File: config.mk
export PLATFORM = sky130hd
export DESIGN_NAME = bitram
export DESIGN_NICKNAME = d
export VERILOG_FILES = /design/src/rtl/bitram.sv
export SDC_FILE = /design/constraint.sdc
export NUM_CORES = 1
export LEC_CHECK = 0
export BUFFER_PORTS_ARGS = -buffer_cell sky130_fd_sc_hd__buf_2
export CAP_MARGIN = 40
export CORE_ASPECT_RATIO = 1.1
export CORE_UTILIZATION = 23
export DETAILED_ROUTE_END_ITERATION = 10
export GPL_ROUTABILITY_DRIVEN = 0
export PLACE_DENSITY = 0.47
export SETUP_SLACK_MARGIN = 0.05
export SYNTH_ARGS = -nofsm -noshare
export SYNTH_HDL_FRONTEND = slang
export SYNTH_SLANG_ARGS = --single-unit
File: constraint.sdc
create_clock -name clk -period 8.7 [get_ports clk]
set_input_delay 1.74 -clock clk [delete_from_list [all_inputs] [get_ports clk]]
set_output_delay 1.74 -clock clk [all_outputs]
set_load 0.005 [all_outputs]
File: src/rtl/bitram.sv
module bitram #(
  parameter int DEPTH    = 128,
  parameter int BANKS    = 4,
  parameter int REGS     = 8,
  parameter int BIT_BASE = 32
) (
  input  logic       clk,
  input  logic       rst_n,
  input  logic [1:0] bank_sel,
  input  logic       byte_rd,
  input  logic       byte_wr,
  input  logic [6:0] byte_addr,
  input  logic [7:0] byte_wdata,
  output logic [7:0] byte_rdata,
  input  logic       reg_rd,
  input  logic       reg_wr,
  input  logic [2:0] reg_num,
  input  logic [7:0] reg_wdata,
  output logic [7:0] reg_rdata,
  input  logic       bit_rd,
  input  logic       bit_set,
  input  logic       bit_clr,
  input  logic [7:0] bit_addr,
  output logic       bit_rdata,
  output logic [7:0] sfr_addr,
  input  logic [7:0] sfr_rdata,
  output logic       sfr_wr,
  output logic [7:0] sfr_wdata
);
  localparam int AW = $clog2(DEPTH);
  localparam int BW = $clog2(BANKS);
  localparam int RW = $clog2(REGS);

  logic [7:0]    mem [DEPTH];
  logic [BW-1:0] bank_q;

  wire [AW-1:0] reg_idx  = AW'({bank_q, reg_num[RW-1:0]});
  wire          bit_wr   = bit_set | bit_clr;
  wire          bit_sfr  = bit_addr[7];
  wire [AW-1:0] bit_byte = AW'(BIT_BASE) + AW'(bit_addr[6:3]);
  wire [7:0]    bit_old  = bit_sfr ? sfr_rdata : mem[bit_byte];
  wire [7:0]    bit_mask = 8'b1 << bit_addr[2:0];
  wire [7:0]    bit_new  = bit_set ? (bit_old | bit_mask) : (bit_old & ~bit_mask);

  assign sfr_addr  = {bit_addr[7:3], 3'b000};
  assign sfr_wr    = bit_wr & bit_sfr;
  assign sfr_wdata = bit_new;

  // later assignments win: byte over register over bit
  always_ff @(posedge clk) begin
    if (bit_wr && !bit_sfr) mem[bit_byte] <= bit_new;
    if (reg_wr)             mem[reg_idx]  <= reg_wdata;
    if (byte_wr)            mem[byte_addr[AW-1:0]] <= byte_wdata;
  end

  always_ff @(posedge clk or negedge rst_n) begin
    if (!rst_n) begin
      bank_q     <= '0;
      byte_rdata <= '0;
      reg_rdata  <= '0;
      bit_rdata  <= 1'b0;
    end else begin
      bank_q <= bank_sel[BW-1:0];
      if (byte_rd) byte_rdata <= mem[byte_addr[AW-1:0]];
      if (reg_rd)  reg_rdata  <= mem[reg_idx];
      if (bit_rd)  bit_rdata  <= bit_old[bit_addr[2:0]];
    end
  end
endmodule

==> results.cfg <==
[worst_hold_path]
hold_depth = 1
hp-class = reg -> reg
holdPathEnd = reg_rdata[2]
hold_start = reg_rdata[2]

[floorplanning]
rows = 175
dieWidth_um = 438
die-area_um2 = 211000
die_h_um = 482
ios = 87
start_util_pct = 23.2
fp.coreArea_um2 = 207000

[routing]
post_drt_wl_per_cell_um = 30.8
viasPerCell = 5.35
ant_nets = 0
wl_mm = 193
drc_errors = 0
vias = 33404
drt_iter0_markers = 4484
first_pass_iters = 6

[sta]
setup_viol = 0
rsz0062_at_grt = false
clock_skew_ps = 47.2
slew_viol_final = 0
finalHoldViolCount = 0
slew-limit-headroom_pct = 31.1
tns_ps = 0
fin_crit_sh_pct = 71.8
period_needed_ps = 6250
worst_slew_pin_slew_ps = 1020
worst_slack_ps = 2450
fmax_ghz = 0.160

[clock_network]
htree_levels = 3
clock-sinks = 1043
cts_buffers = 108
root_buffer = clkbuf_16
cts_hold_buf = 0
clock_insertion_delay_worst_skew_ps = 760
path_clk_slew_ps = 60
postCtsSetupRepairBufs = 0
cts_tree = built
cts_resized = 0
clock_path_buffers = 3

[pwr]
ir_drop_mv = 0.166
p_leak_nw = 17.5
fin_total_pwr_w = 0.0113
power_density_nw_per_um2 = 202

[placement]
placed_area_um2 = 52400
dp_hpwl_mm = 123
io_buffers = 83
dp.cells = 6037
placement.setup.worst_slack_ps = 2440

[global_route]
groute.usage.overall_pct = 17.7
grt_max_degree = 78
grt_overflow = 0
grt_pass1_vias = 32248
grt_pass1_wl_mm = 266
grt_antenna_before_repair = 13

[critical_path]
worstPathArrival_ps = 4510
crit_path_start_kind = primary input
critPathMaxFanout = 59
r2r-start = bank_q[1]
cp-end-kind = output port
path_class = in -> out
r2r-end = mem[24][2]
crit_required_ps = 6960
startpoint = bit_addr[3]
ff2ff_setup_slack_ps = 5970
reg2reg_depth = 3

[logic_synthesis]
netlist_area_um2 = 48200
yosys-top-cells-area = edfxtp_1, mux2_2, a22oi_1
synth_area_leader_cell = edfxtp_1
synth_top_area_share_pct = 63.8
yosysWarnings = 0
async_flop_share_pct = 1.82
syn_area_per_cell_um2 = 14.4
syn_inst = 3335
seq_area_frac_synth_pct = 64.8
synth_edf_count = 1024
synth_ff_type = edfxtp_1
ys_types = 93
ys_ff_latch = 1043

[final_layout]
final_cells = 6241
syn2layout_area_growth_pct = 16.0
stdcell_area_um2 = 55900
multi_input_area_um2 = 15400
seqCellArea_um2 = 31200
fillers = 21079
final_nets = 3458
drive_gt1_share_pct = 25.5

[run_status]
run_status = complete, no violations

[flow_run]
drv_cap = 0
critical path, cell delays in order:
cell	delay (ps)
buf_2	110
buf_4	560
inv_1	340
a311o_1	340
o32ai_1	350
o22a_1	700
inv_1	160
buf_2	170
metrics by stage:
| stage | hold WS, ps | util (%) |
|---|---|---|
| global placement | 490 | 24.9 |
| finish | 507 | 27.0 |
| floorplan | 497 | - |
| global route | 542 | 26.9 |
| detailed placement | 498 | 25.3 |
| CTS | 514 | 26.9 |
layer usage:
layer  track usage [%]  wire (um)
met1              23.2      79100
met4              7.26       7710
met2              29.0      91400
met3              2.66      14300
met5                 0         43
area by class of cell:
| cell class | count | area share, % |
|---|---|---|
| diodes | 6 | 0.0269 |
| clock buffers | 133 | 5.08 |
| clock inverters | 64 | 1.18 |
| inverters | 26 | 0.175 |
| multi-input cells | 1938 | 27.6 |
| flip-flops and latches | 1043 | 55.9 |
| well taps | 2743 | 6.14 |
| repair buffers | 288 | 3.97 |
flip-flops by register name, indices dropped and copies added, names as in the netlist:
name        flops
bit_rdata       1
bank_q          2
mem          1024
byte_rdata      8
reg_rdata       8
layout by cell type, fill, tap and decap left out, types with 16 or more instances in the layout:
master	Yosys	layout
a41oi_1	24	24
nand4b_1	16	16
nand2_1	108	108
buf_2	103	74
a22oi_1	372	372
nand3_1	18	18
nor2b_1	22	19
mux2_2	369	369
o21ai_1	5	18
a221o_1	18	18
inv_1	24	23
dfrtp_1	19	19
a211oi_1	16	16
clkbuf_16	0	110
a21oi_1	94	94
a221oi_1	74	74
o2bb2ai_1	25	25
mux4_2	22	22
a2111oi_0	19	18
and4b_1	22	22
a31oi_1	42	42
buf_4	31	187
and4_1	17	17
o2111ai_1	16	16
a22o_1	53	53
nand4_1	58	58
mux2i_1	51	48
clkinv_2	0	17
clkbuf_1	169	23
clkinv_1	0	26
nor2_1	187	185
edfxtp_1	1024	1024
o21ai_0	63	50
cells in the mapped netlist (12+ instances only):
master,number
a31oi_1,42
a22oi_1,372
edfxtp_1,1024
nor2_1,187
a211oi_1,16
nand4_1,58
o21ai_0,63
a221o_1,18
a22o_1,53
o2111ai_1,16
nand3_1,18
a2111oi_0,19
nor2b_1,22
a41oi_1,24
clkbuf_1,169
mux4_2,22
o2bb2ai_1,25
inv_1,24
buf_1,19
nand4b_1,16
mux2i_1,51
buf_4,31
nand3b_1,12
and4_1,17
dfrtp_1,19
nor4b_1,13
mux2_2,369
buf_2,103
a21oi_1,94
nand2_1,108
a221oi_1,74
and4b_1,22
worst max path at each step:
stage	endpoint	slack, ps	cells after the start
finish	sfr_wdata[2]	2450	8
floorplan	sfr_wdata[2]	3520	9
CTS	sfr_wdata[2]	2440	8
global route	sfr_wdata[2]	2280	8
global placement	sfr_wdata[2]	2460	8
detailed placement	sfr_wdata[2]	2440	8
logic make-up (layout without fill, tap and decap cells):
group | count (synthesis) | in the layout | synth area share (%)
simple gates | 572 | 572 | 6.56
buf+inv | 356 | 511 | 3.41
other cells | 1 | 9 | 0.00779
compound gates | 907 | 907 | 14.1
mux | 456 | 456 | 11.1
flops | 1043 | 1043 | 64.8
power by group:
part	total, W	switching [W]	internal, W
combinational	0.000978	0.000666	0.000312
clock	0.00472	0.00208	0.00264
sequential	0.00561	0.0000359	0.00558
Power figures use the tool's default switching activity.
